**config.mk**
```make
export PLATFORM = sky130hd
export DESIGN_NAME = dma_ring_tracker
export DESIGN_NICKNAME = d
export VERILOG_FILES = /design/src/rtl/ring_pkg.sv /design/src/rtl/ring_ptr.sv /design/src/rtl/rx_stat_mem.sv /design/src/rtl/dma_ring_tracker.sv
export SDC_FILE = /design/constraint.sdc
export NUM_CORES = 1
export LEC_CHECK = 0
export BUFFER_PORTS_ARGS = -buffer_cell sky130_fd_sc_hd__buf_2
export CAP_MARGIN = 20
export CORE_MARGIN = 3
export CORE_UTILIZATION = 35
export CTS_CLUSTER_SIZE = 25
export DETAILED_ROUTE_END_ITERATION = 8
export HOLD_SLACK_MARGIN = 0.06
export SLEW_MARGIN = 5
export SYNTH_ARGS = -nofsm -noshare
export SYNTH_HDL_FRONTEND = slang
export SYNTH_SLANG_ARGS = --single-unit
```
**constraint.sdc**
```tcl
create_clock -name clk -period 6.2 [get_ports clk]
set_input_delay 0.62 -clock clk [delete_from_list [all_inputs] [get_ports clk]]
set_output_delay 0.62 -clock clk [all_outputs]
set_load 0.02 [all_outputs]
```
**src/rtl/ring_pkg.sv**
```systemverilog
// Shared constants and helper functions for the descriptor ring tracker.
// Assumes 32-bit descriptor and status words and 11-bit length fields.
package ring_pkg;
    localparam int WORD_W      = 32;
    localparam int LEN_W       = 12;
    localparam int ERR_W       = 6;
    localparam int ERR_LSB     = 23;
    localparam int RANGE_ERR   = 3;
    localparam int TRUNC_BIT   = 29;
    localparam int SUMMARY_BIT = 31;
    localparam int IRQ_BIT     = 31;
    localparam int LAST_BIT    = 30;
    localparam int NUM_PTRS    = 4;

    // Slot numbers of the four index registers in the pointer array.
    typedef enum int {
        PTR_RX_PROD = 0,
        PTR_RX_CONS = 1,
        PTR_TX_PROD = 2,
        PTR_TX_CONS = 3
    } ptr_slot_e;

    // Builds a receive status word from the stored length, truncation and errors.
    function automatic logic [WORD_W-1:0] make_rx_status(
        input logic [LEN_W-1:0] stored_len,
        input logic             trunc,
        input logic [ERR_W-1:0] err
    );
        logic [WORD_W-1:0] w;
        logic [ERR_W-1:0]  summary_mask;
        summary_mask                  = '1;
        summary_mask[RANGE_ERR]       = 1'b0;
        w                             = '0;
        w[10:0]                       = 11'(stored_len - LEN_W'(1));
        w[ERR_LSB +: ERR_W]           = err;
        w[TRUNC_BIT]                  = trunc;
        w[SUMMARY_BIT]                = |(err & summary_mask);
        return w;
    endfunction
endpackage

```
**src/rtl/ring_ptr.sv**
```systemverilog
// One ring index register. It clears, takes a software load, or steps by
// one and wraps to zero after the programmed last slot.
// Assumes the clear takes priority over the load, and the load over the step.
module ring_ptr #(
    parameter int IDX_W = 3
) (
    input  logic             clk,
    input  logic             rst_n,
    input  logic             clr,
    input  logic [IDX_W-1:0] last,
    input  logic             load,
    input  logic [IDX_W-1:0] load_val,
    input  logic             step,
    output logic [IDX_W-1:0] idx
);
    // Holds the index and applies clear, load or a wrapping step.
    always_ff @(posedge clk) begin
        if (!rst_n || clr) begin
            idx <= '0;
        end else if (load) begin
            idx <= load_val;
        end else if (step) begin
            idx <= (idx == last) ? '0 : idx + IDX_W'(1);
        end
    end
endmodule

```
**src/rtl/rx_stat_mem.sv**
```systemverilog
// Status memory with one word per ring slot: one write port and a
// combinational read port. All words are cleared by reset.
module rx_stat_mem #(
    parameter int IDX_W  = 3,
    parameter int WORD_W = 32,
    localparam int DEPTH = 1 << IDX_W
) (
    input  logic              clk,
    input  logic              rst_n,
    input  logic              wr_en,
    input  logic [IDX_W-1:0]  wr_idx,
    input  logic [WORD_W-1:0] wr_data,
    input  logic [IDX_W-1:0]  rd_idx,
    output logic [WORD_W-1:0] rd_data
);
    logic [WORD_W-1:0] mem [DEPTH];

    // Clears all words on reset, otherwise writes one slot.
    always_ff @(posedge clk) begin
        if (!rst_n) begin
            for (int i = 0; i < DEPTH; i++) mem[i] <= '0;
        end else if (wr_en) begin
            mem[wr_idx] <= wr_data;
        end
    end

    // Returns the word at the requested slot.
    assign rd_data = mem[rd_idx];
endmodule

```
**src/rtl/dma_ring_tracker.sv**
```systemverilog
// Top of the descriptor ring tracker. It holds four ring indices, accepts or
// drops finished receive frames, writes receive status words, decodes
// transmit descriptors and reports the activity status.
// Assumes software keeps the values it writes within the programmed ring.
module dma_ring_tracker
    import ring_pkg::*;
#(
    parameter int RING_MAX = 8,
    localparam int IDX_W   = $clog2(RING_MAX)
) (
    input  logic              clk,
    input  logic              rst_n,
    input  logic              rx_en,
    input  logic              tx_en,
    input  logic [IDX_W-1:0]  rx_last_idx,
    input  logic [IDX_W-1:0]  tx_last_idx,
    input  logic              sw_rx_cons_wr,
    input  logic [IDX_W-1:0]  sw_rx_cons_val,
    input  logic              sw_tx_prod_wr,
    input  logic [IDX_W-1:0]  sw_tx_prod_val,
    input  logic              rx_done,
    input  logic [11:0]       rx_len,
    input  logic [5:0]        rx_err,
    input  logic [31:0]       rx_desc_ctrl,
    input  logic              tx_done,
    input  logic [31:0]       tx_desc_ctrl,
    input  logic [IDX_W-1:0]  stat_rd_idx,
    output logic [31:0]       stat_rd_word,
    output logic [IDX_W-1:0]  rx_prod_idx,
    output logic [IDX_W-1:0]  rx_cons_idx,
    output logic [IDX_W-1:0]  tx_prod_idx,
    output logic [IDX_W-1:0]  tx_cons_idx,
    output logic              rx_empty,
    output logic              rx_full,
    output logic              rx_overrun,
    output logic              rx_irq,
    output logic [11:0]       tx_frame_len,
    output logic              tx_frame_last,
    output logic [1:0]        status_bits
);
    logic [IDX_W-1:0]  ptr_idx    [NUM_PTRS];
    logic [IDX_W-1:0]  ptr_last   [NUM_PTRS];
    logic [IDX_W-1:0]  ptr_ld_val [NUM_PTRS];
    logic              ptr_clr    [NUM_PTRS];
    logic              ptr_ld     [NUM_PTRS];
    logic              ptr_step   [NUM_PTRS];

    logic [IDX_W-1:0]  rx_next;
    logic              rx_accept;
    logic              rx_drop;
    logic              tx_step;
    logic [LEN_W-1:0]  buf_size;
    logic              trunc;
    logic [LEN_W-1:0]  stored_len;
    logic [WORD_W-1:0] rx_word;
    logic              unused_ctrl_bits;

    // Marks the control bits that this block does not decode.
    assign unused_ctrl_bits = ^{rx_desc_ctrl[30:11], tx_desc_ctrl[31], tx_desc_ctrl[29:11]};

    // Computes ring occupancy and the receive and transmit events that are acted on.
    always_comb begin
        rx_next   = (rx_prod_idx == rx_last_idx) ? '0 : rx_prod_idx + IDX_W'(1);
        rx_empty  = (rx_prod_idx == rx_cons_idx);
        rx_full   = (rx_next == rx_cons_idx);
        rx_accept = rx_en && rx_done && !rx_full;
        rx_drop   = rx_en && rx_done && rx_full;
        tx_step   = tx_en && tx_done && (tx_cons_idx != tx_prod_idx);
    end

    // Decodes the receive buffer size, clips the length and builds the status word.
    always_comb begin
        buf_size   = {1'b0, rx_desc_ctrl[10:0]} + LEN_W'(1);
        trunc      = (rx_len > buf_size);
        stored_len = trunc ? buf_size : rx_len;
        rx_word    = make_rx_status(stored_len, trunc, rx_err);
    end

    // Sets the controls of the four index registers: software loads two, hardware steps two.
    always_comb begin
        ptr_clr[PTR_RX_PROD]    = !rx_en;
        ptr_last[PTR_RX_PROD]   = rx_last_idx;
        ptr_ld[PTR_RX_PROD]     = 1'b0;
        ptr_ld_val[PTR_RX_PROD] = '0;
        ptr_step[PTR_RX_PROD]   = rx_accept;

        ptr_clr[PTR_RX_CONS]    = !rx_en;
        ptr_last[PTR_RX_CONS]   = rx_last_idx;
        ptr_ld[PTR_RX_CONS]     = sw_rx_cons_wr;
        ptr_ld_val[PTR_RX_CONS] = sw_rx_cons_val;
        ptr_step[PTR_RX_CONS]   = 1'b0;

        ptr_clr[PTR_TX_PROD]    = !tx_en;
        ptr_last[PTR_TX_PROD]   = tx_last_idx;
        ptr_ld[PTR_TX_PROD]     = sw_tx_prod_wr;
        ptr_ld_val[PTR_TX_PROD] = sw_tx_prod_val;
        ptr_step[PTR_TX_PROD]   = 1'b0;

        ptr_clr[PTR_TX_CONS]    = !tx_en;
        ptr_last[PTR_TX_CONS]   = tx_last_idx;
        ptr_ld[PTR_TX_CONS]     = 1'b0;
        ptr_ld_val[PTR_TX_CONS] = '0;
        ptr_step[PTR_TX_CONS]   = tx_step;
    end

    for (genvar g = 0; g < NUM_PTRS; g++) begin : g_ptr
        ring_ptr #(.IDX_W(IDX_W)) u_ptr (
            .clk      (clk),
            .rst_n    (rst_n),
            .clr      (ptr_clr[g]),
            .last     (ptr_last[g]),
            .load     (ptr_ld[g]),
            .load_val (ptr_ld_val[g]),
            .step     (ptr_step[g]),
            .idx      (ptr_idx[g])
        );
    end

    assign rx_prod_idx = ptr_idx[PTR_RX_PROD];
    assign rx_cons_idx = ptr_idx[PTR_RX_CONS];
    assign tx_prod_idx = ptr_idx[PTR_TX_PROD];
    assign tx_cons_idx = ptr_idx[PTR_TX_CONS];

    rx_stat_mem #(.IDX_W(IDX_W), .WORD_W(WORD_W)) u_stat (
        .clk     (clk),
        .rst_n   (rst_n),
        .wr_en   (rx_accept),
        .wr_idx  (rx_prod_idx),
        .wr_data (rx_word),
        .rd_idx  (stat_rd_idx),
        .rd_data (stat_rd_word)
    );

    // Keeps the sticky overrun flag until receive is disabled or reset.
    always_ff @(posedge clk) begin
        if (!rst_n || !rx_en) rx_overrun <= 1'b0;
        else if (rx_drop)     rx_overrun <= 1'b1;
    end

    // Raises a one-cycle interrupt request for accepted frames that ask for one.
    always_ff @(posedge clk) begin
        if (!rst_n) rx_irq <= 1'b0;
        else        rx_irq <= rx_accept && rx_desc_ctrl[IRQ_BIT];
    end

    // Decodes the transmit descriptor at the consumer slot.
    assign tx_frame_len  = {1'b0, tx_desc_ctrl[10:0]} + LEN_W'(1);
    assign tx_frame_last = tx_desc_ctrl[LAST_BIT];

    // Forms the activity status: receive enabled, transmit with pending work.
    assign status_bits = {tx_en && (tx_cons_idx != tx_prod_idx), rx_en};
endmodule

```
Word-level counts from Yosys, hierarchy flattened
Memories as Yosys holds them, arrays and structs flattened.
Index checks and enable logic that the tools add are counted.
{"block": "totals", "out_inout_bits": 63, "word_cells": 43, "in_bits": 105, "ff_bits": 14, "ram_bits": 152, "memories": 1}
{"block": "op_classes", "n_reduce_logical": 15, "order_cmp": 1, "eq_ne": 5, "add_sub_neg": 5, "n_mux": 10}
{"name": "u_stat.mem", "words": 8, "word_bits": 19, "rd": 1, "rd_clocked_by_memory_dff": 0, "write_ports": 8, "line": "rx_stat_mem.sv:16", "rtl": "logic [WORD_W-1:0] mem [DEPTH];"}
{"op": "11-bit by 1-bit adder with 12-bit output, second input constant", "count": 2}
{"op": "19-bit two-way mux", "count": 1}
{"op": "19-bit OR reduction", "count": 1}
{"op": "3-bit equality test", "count": 4}
{"op": "12-bit > comparator", "count": 1}
{"op": "11-bit two-way mux", "count": 1}
{"op": "11-bit by 1-bit subtractor with 11-bit output, second input constant", "count": 1}
{"op": "3-bit two-way mux", "count": 3}
{"op": "1-bit logical AND", "count": 7}
{"op": "3-bit by 1-bit adder with 3-bit output, second input constant", "count": 2}
{"op": "1-bit two-way mux", "count": 5}
{"op": "5-bit OR reduction", "count": 1}
{"op": "1-bit zero test", "count": 4}
{"op": "3-bit != test", "count": 1}
{"op": "1-bit logical OR", "count": 2}

Depth between registers and ports, before layout
{"block": "depth", "depth_word": 10, "ltp_mapped": 24}

Hierarchy
From an unflattened synthesis, not the netlist that was laid out.
{"block": "hier_totals", "hier_cells": 1042, "hier_area_um2": 13819.5}
{"mod": "rx_stat_mem", "cells_per_inst": 729, "instances": 1, "seq_area_each_um2": 7687.4, "area_per_inst_um2": 11458.5}
{"mod": "dma_ring_tracker", "cells_per_inst": 209, "instances": 1, "seq_area_each_um2": 40.0, "area_per_inst_um2": 1515.2}
{"mod": "ring_ptr", "cells_per_inst": 26, "instances": 4, "seq_area_each_um2": 60.1, "area_per_inst_um2": 211.5}

Worst setup path after synthesis
No wires, ideal clock.
{"block": "synth_path", "path_kind": "input to register", "start": "input port rx_desc_ctrl[0]", "end": "memory u_stat.mem[0][8] in the netlist's numbering, data pin", "t_arrival_ps": 4553, "setup_time_ps": 270, "path_stages": 23, "n_path_buf": 4, "setup_slack_ps": 1378, "path_cell_list": "ha_1 -> and4_1 -> and2_1 -> nand2_1 -> xor2_1 -> ha_1 -> nand4_1 -> a311oi_1 -> a2111oi_2 -> or2_0 -> buf_4 -> buf_2 -> buf_2 -> nor2_1 -> a21oi_1 -> ha_1 -> clkbuf_1 -> inv_1 -> nor3b_1 -> nand4_1 -> xor2_1 -> o21ai_1 -> nor2_1"}
{"element": "start: declaration", "line": "dma_ring_tracker.sv:24", "rtl": "input logic [31:0] rx_desc_ctrl,"}
{"element": "end: declaration", "line": "rx_stat_mem.sv:16"}

==> results.md <==
* CTS tree: built
* DRT antenna net count at 0
* Mapped cell area at 8740 µm²
* Post-synth ARST share at 0
* Status: finished, final reports clean
* R2r endpoint: u_stat.mem[0][10]
* Crit path kind: in2reg
* Number of global-route vias before repair at 5675
* Relative slew slack at 0.243
* # resized after CTS at 0
* R2R cell count at 8
* Area grow syn2layout at 14.8%
* Clk slew on worst S/H paths at 0.06 ns
* R2r setup slk at 2.29 ns
* Seq cells post-synth at 166
* Pins Over Slew Limit at 0
* Antenna violations before repair at 0
* CTS Buf Count at 17
* Crit start category: input port
* CTS Buffer Depth at 2
* Final WL at 20400 µm
* Count of cell types in the netlist at 56
* Peak supply drop at 198 µV
* Tightest Pin Transition at 1.13 ns
* Num Clock Sinks at 166
* Vias/cell at 5.00
* Core Box Area at 24500 µm²
* Post-layout min period at 5.15 ns
* Final Hold Viols at 0
* Total Power at 2.60 mW
* Final Util at 0.411
* Via count at 5637
* CTS H-Tree Depth at 4
* CTS Root Cell: clkbuf_16
* Setup TNS at 0 ns
* Cts hold-fix bufs at 0
* Latest clock arrival within the worst-skew pair at 0.43 ns
* Synth Flop Type: edfxtp_1
* I/O Pins at 168
* Crit Path Max Fanout at 24
* Drt first-iter violations at 344
* Arrival time of the worst setup path at 5.30 ns
* Final Wtd Congestion at 0.837
* Initial DRT Pass Iterations at 5
* Cells after DPL at 1092
* Worst EP required at 6.35 ns
* Diode count at 0
* Design Area, Final at 10000 µm²
* Total GRT Usage at 0.157
* Rows at 57
* # DRC at 0
* Synth Area per Inst at 12.6 µm²
* P_leak at 3.92 nW
* Biggest area consumer among synthesized cells: edfxtp_1
* Pwr dens at 259 nW/µm²
* Skew final at 0.00692 ns
* Top post-synthesis cells by area: edfxtp_1 52%, mux4_2 9.8%, nor2_1 5.8%
* HP Start: rx_desc_ctrl[31]
* # setup viols final at 0
* Die area at 26900 µm²
* CP startpoint: rx_desc_ctrl[0]
* Ys Warns at 0
* GRT overflow at 0
* Gate count of the mapped netlist at 693
* Multi-input gate area at 3560 µm²
* Global-route wire length before repair at 31800 µm
* Hold crit path type: in2reg
* PortBufs at 112
* Critical path endpoint category: register
* Layout cell share with drive strength beyond 1 at 0.264
* Finished Layout Cells at 1127
* Setup bufs post-CTS at 0
* Die extent in y at 164 µm
* Final net count at 912
* Post-DP Area at 9430 µm²
* Largest net degree at the start of global routing at 39
* Die width at 164 µm
* Fmax at 194 MHz
* Max Cap Viol at 0
* Post-detail-place hpwl at 13600 µm
* Seq/Total Area, Yosys at 0.554
* Hold Path Cell Cnt at 2
* Post-synth EDFFs at 152
* Synth top area share at 0.522
* Hold endpoint: rx_irq
* Setup repair after global routing missed its margin: no
* Routed wire per std cell at 18.1 µm
* Starting Density at 0.357
* Register area at 4840 µm²
* Final period util at 0.831
* FF-to-FF Start: g_ptr[0].u_ptr.idx[0]
* Fillers at 2308
-- metal layers --
layer | vias up | wire length, µm | global-route usage
li1 | 2692 | - | -
met1 | 2747 | 8760 | 0.205
met2 | 178 | 10100 | 0.262
met3 | 20 | 1230 | 0.0328
met4 | 0 | 359 | 0.0515
met5 | - | 0 | 0
-- Yosys cell counts (10+ instances only) --
| master | count |
|---|---|
| xor2_1 | 23 |
| mux2_2 | 19 |
| buf_4 | 18 |
| buf_6 | 10 |
| nor2_1 | 136 |
| nand2_1 | 28 |
| a21oi_1 | 12 |
| dfxtp_1 | 14 |
| nand3_1 | 25 |
| inv_1 | 10 |
| edfxtp_1 | 152 |
| xnor2_1 | 19 |
| clkbuf_1 | 13 |
| ha_1 | 17 |
| mux4_2 | 38 |
| and2_1 | 51 |
-- state kept, by name, indices dropped and copies added (netlist names) --
name / cells
u_stat.mem: 152
g_ptr.u_ptr.idx: 12
rx_irq: 1
rx_overrun: 1
-- per-stage QoR --
stage	hold slack, ns	setup slack (ns)
floorplan	0.570	1.38
global placement	0.481	0.690
detailed placement	0.488	0.649
CTS	0.407	1.10
global route	0.436	0.645
finish	0.425	1.05
-- power breakdown --
group          total [mW]  switching (mW)  internal, mW
logic               0.328           0.205         0.123
registers            1.27          0.0126          1.26
clock network        1.00           0.408         0.593
total                2.60           0.625          1.98
-- placed cells by master (no fill, tap or decap), types with 2 or more instances in the layout --
| cell type | synthesis | routed |
|---|---|---|
| mux4_2 | 38 | 38 |
| edfxtp_1 | 152 | 152 |
| o21ai_1 | 4 | 4 |
| nor2_2 | 2 | 2 |
| nor3b_1 | 4 | 4 |
| nor3_1 | 8 | 8 |
| mux2_2 | 19 | 19 |
| nand3b_1 | 2 | 2 |
| nand4_1 | 9 | 9 |
| clkbuf_1 | 13 | 8 |
| and4_1 | 3 | 3 |
| conb_1 | 1 | 13 |
| xnor2_1 | 19 | 19 |
| clkbuf_8 | 0 | 3 |
| buf_8 | 0 | 2 |
| dfxtp_1 | 14 | 14 |
| inv_1 | 10 | 10 |
| o21ai_0 | 8 | 8 |
| nor2_1 | 136 | 136 |
| mux2i_1 | 9 | 9 |
| xor2_1 | 23 | 23 |
| nand3_1 | 25 | 25 |
| and3_1 | 9 | 9 |
| buf_4 | 18 | 2 |
| and2_1 | 51 | 51 |
| clkbuf_16 | 0 | 19 |
| ha_1 | 17 | 17 |
| or2_1 | 6 | 6 |
| nand2_1 | 28 | 28 |
| xnor2_2 | 3 | 3 |
| a21oi_1 | 12 | 12 |
| buf_2 | 8 | 112 |
| nor4_1 | 4 | 4 |
| nand2b_1 | 2 | 2 |
| o21ai_2 | 2 | 2 |
-- how the worst max path moves through the flow --
stage,endpoint,slack [ns],cells after the start
floorplan,u_stat.mem[0][8],1.38,23
global placement,u_stat.mem[0][8],0.69,20
detailed placement,u_stat.mem[6][8],0.65,20
CTS,u_stat.mem[6][8],1.10,20
global route,u_stat.mem[2][8],0.64,20
finish,u_stat.mem[3][8],1.05,20
-- critical path: stages --
cell and delay [ns]:
buf_2 0.18, ha_1 0.27, and4_1 0.26, and2_1 0.22, nand2_1 0.09, xor2_1 0.16
ha_1 0.32, nand4_1 0.18, a311oi_1 0.41, a2111oi_2 0.14, or2_0 0.31, buf_4 0.26
a21oi_1 0.18, ha_1 0.36, inv_1 0.13, nor3b_1 0.22, nand4_1 0.13, xor2_1 0.18
o21ai_1 0.58, nor2_1 0.08
-- cell type report --
type                       instances  share of cell area
timing repair buffer             117              0.0630
inverter                          10             0.00374
clock buffer                      30              0.0544
tap                              324              0.0404
clock inverter                     2             0.00112
multi-input combinational        478               0.355
sequential                       166               0.482
-- kinds of logic after synthesis --
family / synth area share
other: 0.000429
AO/OA/AOI/OAI: 0.0339
adder cells (fa/ha/maj): 0.0243
AND/OR/NAND/NOR: 0.163
multiplexers: 0.133
XOR/XNOR: 0.0476
buffers and inverters: 0.0436
flip-flops: 0.554
No activity file was read; power rests on OpenSTA's default activity.
